## src/rtl/pit_pkg.sv

```systemverilog
`timescale 1ns/1ps
package pit_pkg;
  localparam int unsigned SLOT_W     = 4;
  localparam int unsigned A_ID       = 'h00;
  localparam int unsigned A_CFG      = 'h10;
  localparam int unsigned A_IE       = 'h14;
  localparam int unsigned A_STA      = 'h18;
  localparam int unsigned A_EN       = 'h1C;
  localparam int unsigned A_CH_BASE  = 'h20;
  localparam int unsigned CH_STRIDE  = 'h10;
  localparam int unsigned OFF_CTRL   = 'h0;
  localparam int unsigned OFF_RELD   = 'h4;
  localparam int unsigned OFF_CNT    = 'h8;
  localparam int unsigned CTRL_MODE  = 0;
  localparam int unsigned CTRL_SRC   = 3;
  localparam logic [31:0] ID_VALUE   = 32'h7130_0102;
endpackage

```

## src/rtl/pit_channel.sv

```systemverilog
`timescale 1ns/1ps
module pit_channel
  import pit_pkg::*;
#(
  parameter int CNT_W  = 32,
  parameter int DATA_W = 32
) (
  input  logic              clk_i,
  input  logic              rst_ni,
  input  logic              ctrl_we_i,
  input  logic              reld_we_i,
  input  logic [DATA_W-1:0] wdata_i,
  input  logic              en_i,
  input  logic              start_i,
  input  logic              tick_en_i,
  output logic [3:0]        ctrl_o,
  output logic [CNT_W-1:0]  reload_o,
  output logic [CNT_W-1:0]  cnt_o,
  output logic              expire_o
);
  logic             mode_q, src_q, run;
  logic [CNT_W-1:0] reld_q, cnt_q;

  always_ff @(posedge clk_i or negedge rst_ni) begin
    if (!rst_ni) begin
      mode_q <= 1'b0;
      src_q  <= 1'b0;
    end else if (ctrl_we_i) begin
      mode_q <= wdata_i[CTRL_MODE];
      src_q  <= wdata_i[CTRL_SRC];
    end
  end

  always_ff @(posedge clk_i or negedge rst_ni) begin
    if (!rst_ni)        reld_q <= '0;
    else if (reld_we_i) reld_q <= wdata_i[CNT_W-1:0];
  end

  // bus-clock source ignores the tick input; the enable edge only loads
  assign run      = en_i & mode_q & (src_q | tick_en_i) & ~start_i;
  assign expire_o = run & (cnt_q == '0);

  always_ff @(posedge clk_i or negedge rst_ni) begin
    if (!rst_ni)       cnt_q <= '0;
    else if (start_i)  cnt_q <= reld_q;
    else if (expire_o) cnt_q <= reld_q;
    else if (run)      cnt_q <= cnt_q - 1'b1;
  end

  assign ctrl_o   = {src_q, 2'b00, mode_q};
  assign reload_o = reld_q;
  assign cnt_o    = cnt_q;
endmodule

```

## src/rtl/pit_glb_regs.sv

```systemverilog
`timescale 1ns/1ps
module pit_glb_regs #(
  parameter int NUM_CH = 4
) (
  input  logic              clk_i,
  input  logic              rst_ni,
  input  logic              ie_we_i,
  input  logic              sta_we_i,
  input  logic              en_we_i,
  input  logic [NUM_CH-1:0] wslot_i,
  input  logic [NUM_CH-1:0] expire_i,
  output logic [NUM_CH-1:0] ie_o,
  output logic [NUM_CH-1:0] sta_o,
  output logic [NUM_CH-1:0] en_o,
  output logic [NUM_CH-1:0] start_o,
  output logic              irq_o
);
  logic [NUM_CH-1:0] ie_q, sta_q, en_q, clr;
  logic              irq_q;

  assign start_o = {NUM_CH{en_we_i}} & wslot_i & ~en_q;
  assign clr     = {NUM_CH{sta_we_i}} & wslot_i;

  always_ff @(posedge clk_i or negedge rst_ni) begin
    if (!rst_ni) begin
      ie_q  <= '0;
      en_q  <= '0;
      sta_q <= '0;
      irq_q <= 1'b0;
    end else begin
      if (ie_we_i) ie_q <= wslot_i;
      if (en_we_i) en_q <= wslot_i;
      // a new expiry wins over a same-cycle clear
      sta_q <= (sta_q & ~clr) | expire_i;
      irq_q <= |(sta_q & ie_q);
    end
  end

  assign ie_o  = ie_q;
  assign sta_o = sta_q;
  assign en_o  = en_q;
  assign irq_o = irq_q;
endmodule

```

## src/rtl/pit_timer.sv

```systemverilog
`timescale 1ns/1ps
module pit_timer
  import pit_pkg::*;
#(
  parameter int NUM_CH = 4,
  parameter int CNT_W  = 32,
  parameter int ADDR_W = 8,
  parameter int DATA_W = 32
) (
  input  logic              clk_i,
  input  logic              rst_ni,
  input  logic [ADDR_W-1:0] addr_i,
  input  logic              we_i,
  input  logic [DATA_W-1:0] wdata_i,
  output logic [DATA_W-1:0] rdata_o,
  input  logic              tick_en_i,
  output logic              irq_o
);
  logic              hit_ie, hit_sta, hit_en;
  logic [NUM_CH-1:0] hit_ctrl, hit_reld, hit_cnt;
  logic [NUM_CH-1:0] wslot, ie, sta, en, start, expire;
  logic [NUM_CH-1:0][3:0]       ctrl_rd;
  logic [NUM_CH-1:0][CNT_W-1:0] reload, cnt;

  assign hit_ie  = (addr_i == ADDR_W'(A_IE));
  assign hit_sta = (addr_i == ADDR_W'(A_STA));
  assign hit_en  = (addr_i == ADDR_W'(A_EN));

  for (genvar i = 0; i < NUM_CH; i++) begin : g_ch
    localparam int unsigned BASE = A_CH_BASE + CH_STRIDE * i;
    assign wslot[i]    = wdata_i[SLOT_W*i];
    assign hit_ctrl[i] = (addr_i == ADDR_W'(BASE + OFF_CTRL));
    assign hit_reld[i] = (addr_i == ADDR_W'(BASE + OFF_RELD));
    assign hit_cnt[i]  = (addr_i == ADDR_W'(BASE + OFF_CNT));

    pit_channel #(.CNT_W(CNT_W), .DATA_W(DATA_W)) u_ch (
      .clk_i     (clk_i),
      .rst_ni    (rst_ni),
      .ctrl_we_i (we_i & hit_ctrl[i]),
      .reld_we_i (we_i & hit_reld[i]),
      .wdata_i   (wdata_i),
      .en_i      (en[i]),
      .start_i   (start[i]),
      .tick_en_i (tick_en_i),
      .ctrl_o    (ctrl_rd[i]),
      .reload_o  (reload[i]),
      .cnt_o     (cnt[i]),
      .expire_o  (expire[i])
    );
  end

  pit_glb_regs #(.NUM_CH(NUM_CH)) u_glb (
    .clk_i    (clk_i),
    .rst_ni   (rst_ni),
    .ie_we_i  (we_i & hit_ie),
    .sta_we_i (we_i & hit_sta),
    .en_we_i  (we_i & hit_en),
    .wslot_i  (wslot),
    .expire_i (expire),
    .ie_o     (ie),
    .sta_o    (sta),
    .en_o     (en),
    .start_o  (start),
    .irq_o    (irq_o)
  );

  always_comb begin
    rdata_o = '0;
    if (addr_i == ADDR_W'(A_ID))  rdata_o = DATA_W'(ID_VALUE);
    if (addr_i == ADDR_W'(A_CFG)) rdata_o = DATA_W'(NUM_CH);
    for (int i = 0; i < NUM_CH; i++) begin
      if (hit_ie)      rdata_o[SLOT_W*i] = ie[i];
      if (hit_sta)     rdata_o[SLOT_W*i] = sta[i];
      if (hit_en)      rdata_o[SLOT_W*i] = en[i];
      if (hit_ctrl[i]) rdata_o = DATA_W'(ctrl_rd[i]);
      if (hit_reld[i]) rdata_o = DATA_W'(reload[i]);
      if (hit_cnt[i])  rdata_o = DATA_W'(cnt[i]);
    end
  end
endmodule

```

## config.mk

```make
export PLATFORM = sky130hd
export DESIGN_NAME = pit_timer
export DESIGN_NICKNAME = d
export VERILOG_FILES = /design/src/rtl/pit_pkg.sv /design/src/rtl/pit_channel.sv /design/src/rtl/pit_glb_regs.sv /design/src/rtl/pit_timer.sv
export SDC_FILE = /design/constraint.sdc
export NUM_CORES = 1
export LEC_CHECK = 0
export ABC_AREA = 1
export BUFFER_PORTS_ARGS = -buffer_cell sky130_fd_sc_hd__buf_4
export CAP_MARGIN = 20
export CORE_MARGIN = 2
export CORE_UTILIZATION = 58
export CTS_CLUSTER_SIZE = 30
export DETAILED_ROUTE_END_ITERATION = 10
export PLACE_DENSITY = 0.76
export SLEW_MARGIN = 25
export SYNTH_ARGS = -nofsm -noshare
export SYNTH_HDL_FRONTEND = slang
export SYNTH_SLANG_ARGS = --single-unit
```

## constraint.sdc

```tcl
create_clock -name clk_i -period 5.5 [get_ports clk_i]
set_input_delay 0.825 -clock clk_i [delete_from_list [all_inputs] [get_ports clk_i]]
set_output_delay 0.825 -clock clk_i [all_outputs]
set_load 0.02 [all_outputs]
```

==> summary.txt <==
Yosys
  • Yosys warnings: 0
  • Synth area leaders: dfrtp_1, nand2_1, o21ai_0, nor2_1, o21ai_1
  • Cell Area, Synth: between 15000 and 20000 um^2
  • Dominant synthesized flop cell: dfrtp_1
  • Avg Inst Size Synth: 7.456 um^2
  • Top cells by count, synth: nand2_1, dfrtp_1, nor2_1, inv_1, o21ai_0
  • Synth Net Count: 2235
  • Post-Syn Instances: between 2000 and 2500
  • Post-synth EDFFs: 0
  • Yosys reg bits: about 280
  • Post-synth ARST share: 100.0%
  • Synth cell types: between 40 and 50
  • Synth top area share: between 40% and 50%
  • Most numerous cell in the Yosys netlist: nand2_1
  • Seq/Total Area, Yosys: roughly 43%
  • Largest area contributor in the netlist: dfrtp_1

Pwr
  • VDD IR-drop max: ~0.00023 V
  • Total power draw: between 5 and 6 mW
  • Leak pwr: roughly 8.4 nW
  • Power Dens Cells: 307.2 nW/um^2

Run
  • Max cap viols: 0

STA
  • Clock skew: roughly 0.020 ns
  • Min Clock Period, post-route: around 4.0 ns
  • F_max: 0.2488 GHz
  • RSZ-0062 raised after global routing: false
  • Worst slew margin: between 30% and 40%
  • Hold Fails Final Rpt: 0
  • Slew Viols, Final: 0
  • Worst Max-Slew Pin Slew: 0.9823 ns
  • Setup TNS: 0 ns
  • Final setup fails: 0
  • Tcrit/Tclk final: roughly 73%

Drt
  • Drc violations: 0
  • Vias: ~16000
  • Max layer used: met4
  • Vias per inst: ~6
  • DRT iter0 DRCs: 1775
  • Wirelength per Cell: between 20 and 25 um
  • Total routed wirelength: ~55 mm
  • Post-DRT Antenna Nets: 0
  • WL met3: around 4.8 mm
  • Wl on met1: between 20 and 25 mm
  • Routed length on met2: around 24 mm
  • Total iterations of the first detailed-routing run: 7

Clocking
  • Skew-Pair Late Insertion Delay: around 0.53 ns
  • CTS tree: built
  • Hold-fix buffers, CTS: 0
  • H-tree depth: 2
  • CTS root buffer: clkbuf_16
  • Post-CTS Setup Bufs: 0
  • Post-CTS Resized: 0
  • Number of CTS-inserted buffers: 34
  • CTS max path bufs: 3
  • Clk pin slew, worst setup/hold paths: approximately 0.060 ns
  • CTS sink cnt: between 200 and 300

Critical path
  • Crit path max-delay family: simple AND/OR/NAND/NOR gates
  • Crit path cell chain: buf_4 > inv_1 > nand2_1 > nor2_2 > inv_2 > nor2_4 > nand2_1 > o211ai_1 > a21oi_1 > o211ai_1 > a21oi_1 > nand3_1 > buf_4
  • Crit path required time: around 4.7 ns
  • WP data arrival: around 3.2 ns
  • WS Path Type: input pin to output port
  • Startpoint types: input pin
  • CP Capture Type: output port
  • Reg-to-Reg End: g_ch[1].u_ch.cnt_o[19]
  • Worst r2r src: g_ch[1].u_ch.cnt_o[0]
  • Slowest-stage cell, CP: nor2_4
  • Worst Path Max Fanout: 25
  • Buf/Inv on CP: 4
  • FF-to-FF path depth: 13
  • FF-to-FF setup slack: between 2 and 2.5 ns
  • Critical Path Max Stage Delay: around 0.56 ns

Floorplanning
  • Die X: 171.7 um
  • Ports: 77
  • FP Rows: 61
  • Die Footprint: 29470 um^2
  • Chip height: approximately 170 um
  • Core area: between 20000 and 30000 um^2
  • Starting Density: ~59%

GRT
  • Largest net degree at the start of global routing: approximately 120
  • Total Routing Usage GR: 38.28%
  • Total gr overflow: 0
  • Vias in the first global route: roughly 15000
  • First-pass GRT wire length: 85.15 mm
  • Initial antenna violation count: 1

Place
  • Area after DPL: between 15000 and 20000 um^2
  • Dpl cells: roughly 2600
  • I/O Buffers: 76
  • Dpl hpwl: 40.09 mm
  • RD Place Congestion: between 0.9 and 1

Layout
  • Filler cells: 2523
  • Layout cell share with drive strength beyond 1: 11.46%
  • Final Non-Filler Cells: about 2600
  • # diodes: 0
  • Synth-to-Final Area Change: 10.77%
  • Layout Nets: about 2300
  • Final instance area: around 18000 um^2

Worst hold path
  • Hold WC Path Type: input pin to asynchronous set/reset pin

Outcome
  • Outcome: finished clean
==> per-layer routing <==
layer | global-route usage [%] | vias up
met4 | 19.45 | 0
met2 | 57.12 | 829
met3 | 6.167 | 157
li1 | - | 7296
met5 | 0.5217 | -
met1 | 53.94 | 7552
==> logic make-up (layout without fill, tap and decap cells) <==
group | Yosys count | in the layout | share of synthesized area [%]
compound gates | 553 | 553 | 19.41
buf+inv | 322 | 369 | 8.295
fa+ha+maj | 4 | 4 | 0.3069
xor+xnor | 84 | 84 | 4.512
flops | 277 | 277 | 42.51
simple gates | 947 | 947 | 24.97
==> power breakdown <==
| group | leakage (nW) | internal [mW] | switching (mW) |
|---|---|---|---|
| Sequential | 3.54 | 2.22 | 0.192 |
| Clock | 0.538 | 1.31 | 0.890 |
| Combinational | 4.29 | 0.316 | 0.623 |
| Total | 8.37 | 3.84 | 1.71 |
==> worst max path at each step <==
stage | start | endpoint | slack [ns] | cells after the start
detailed placement | addr_i[0] | rdata_o[21] | 1.43 | 11
CTS | addr_i[0] | rdata_o[12] | 1.43 | 13
floorplan | addr_i[0] | rdata_o[11] | 2.50 | 8
finish | addr_i[0] | rdata_o[24] | 1.48 | 13
global route | addr_i[1] | rdata_o[0] | 1.29 | 13
global placement | addr_i[4] | rdata_o[3] | 1.45 | 15
==> final cells by class <==
cell class / instances / area (um^2) / area share [%]
multi-input cells: 1588 / 8061 / 44.63
flip-flops and latches: 277 / 6932 / 38.38
clock buffers: 51 / 1049 / 5.805
inverters: 226 / 848.3 / 4.697
repair buffers: 86 / 665.6 / 3.685
well taps: 378 / 473.0 / 2.618
clock inverters: 6 / 33.78 / 0.1870
==> state kept, by name, indices dropped and copies added, names as in the netlist <==
name,flops
g_ch.u_ch.src_q,4
u_glb.sta_o,4
g_ch.u_ch.mode_q,4
g_ch.u_ch.cnt_o,128
u_glb.ie_o,4
u_glb.en_o,4
u_glb.irq_o,1
g_ch.u_ch.reload_o,128
==> cell usage in the layout, fill, tap and decap left out, types with 46 or more instances in the layout <==
cell / n
a21oi_1: 77
buf_4: 84
dfrtp_1: 277
inv_1: 194
nand2_1: 501
nand3_1: 99
nor2_1: 224
o211ai_1: 46
o21ai_0: 189
o21ai_1: 152
o22ai_1: 49
xor2_1: 77
==> stage by stage <==
stage               util [%]  setup slack (ns)  hold WS [ns]
global route           65.19             1.287        0.3927
finish                 65.19             1.480        0.3170
floorplan                  -             2.497        0.4530
detailed placement     61.24             1.431        0.4736
CTS                    65.15             1.426        0.3722
global placement       61.21             1.448        0.4665
Power figures use the tool's default switching activity.
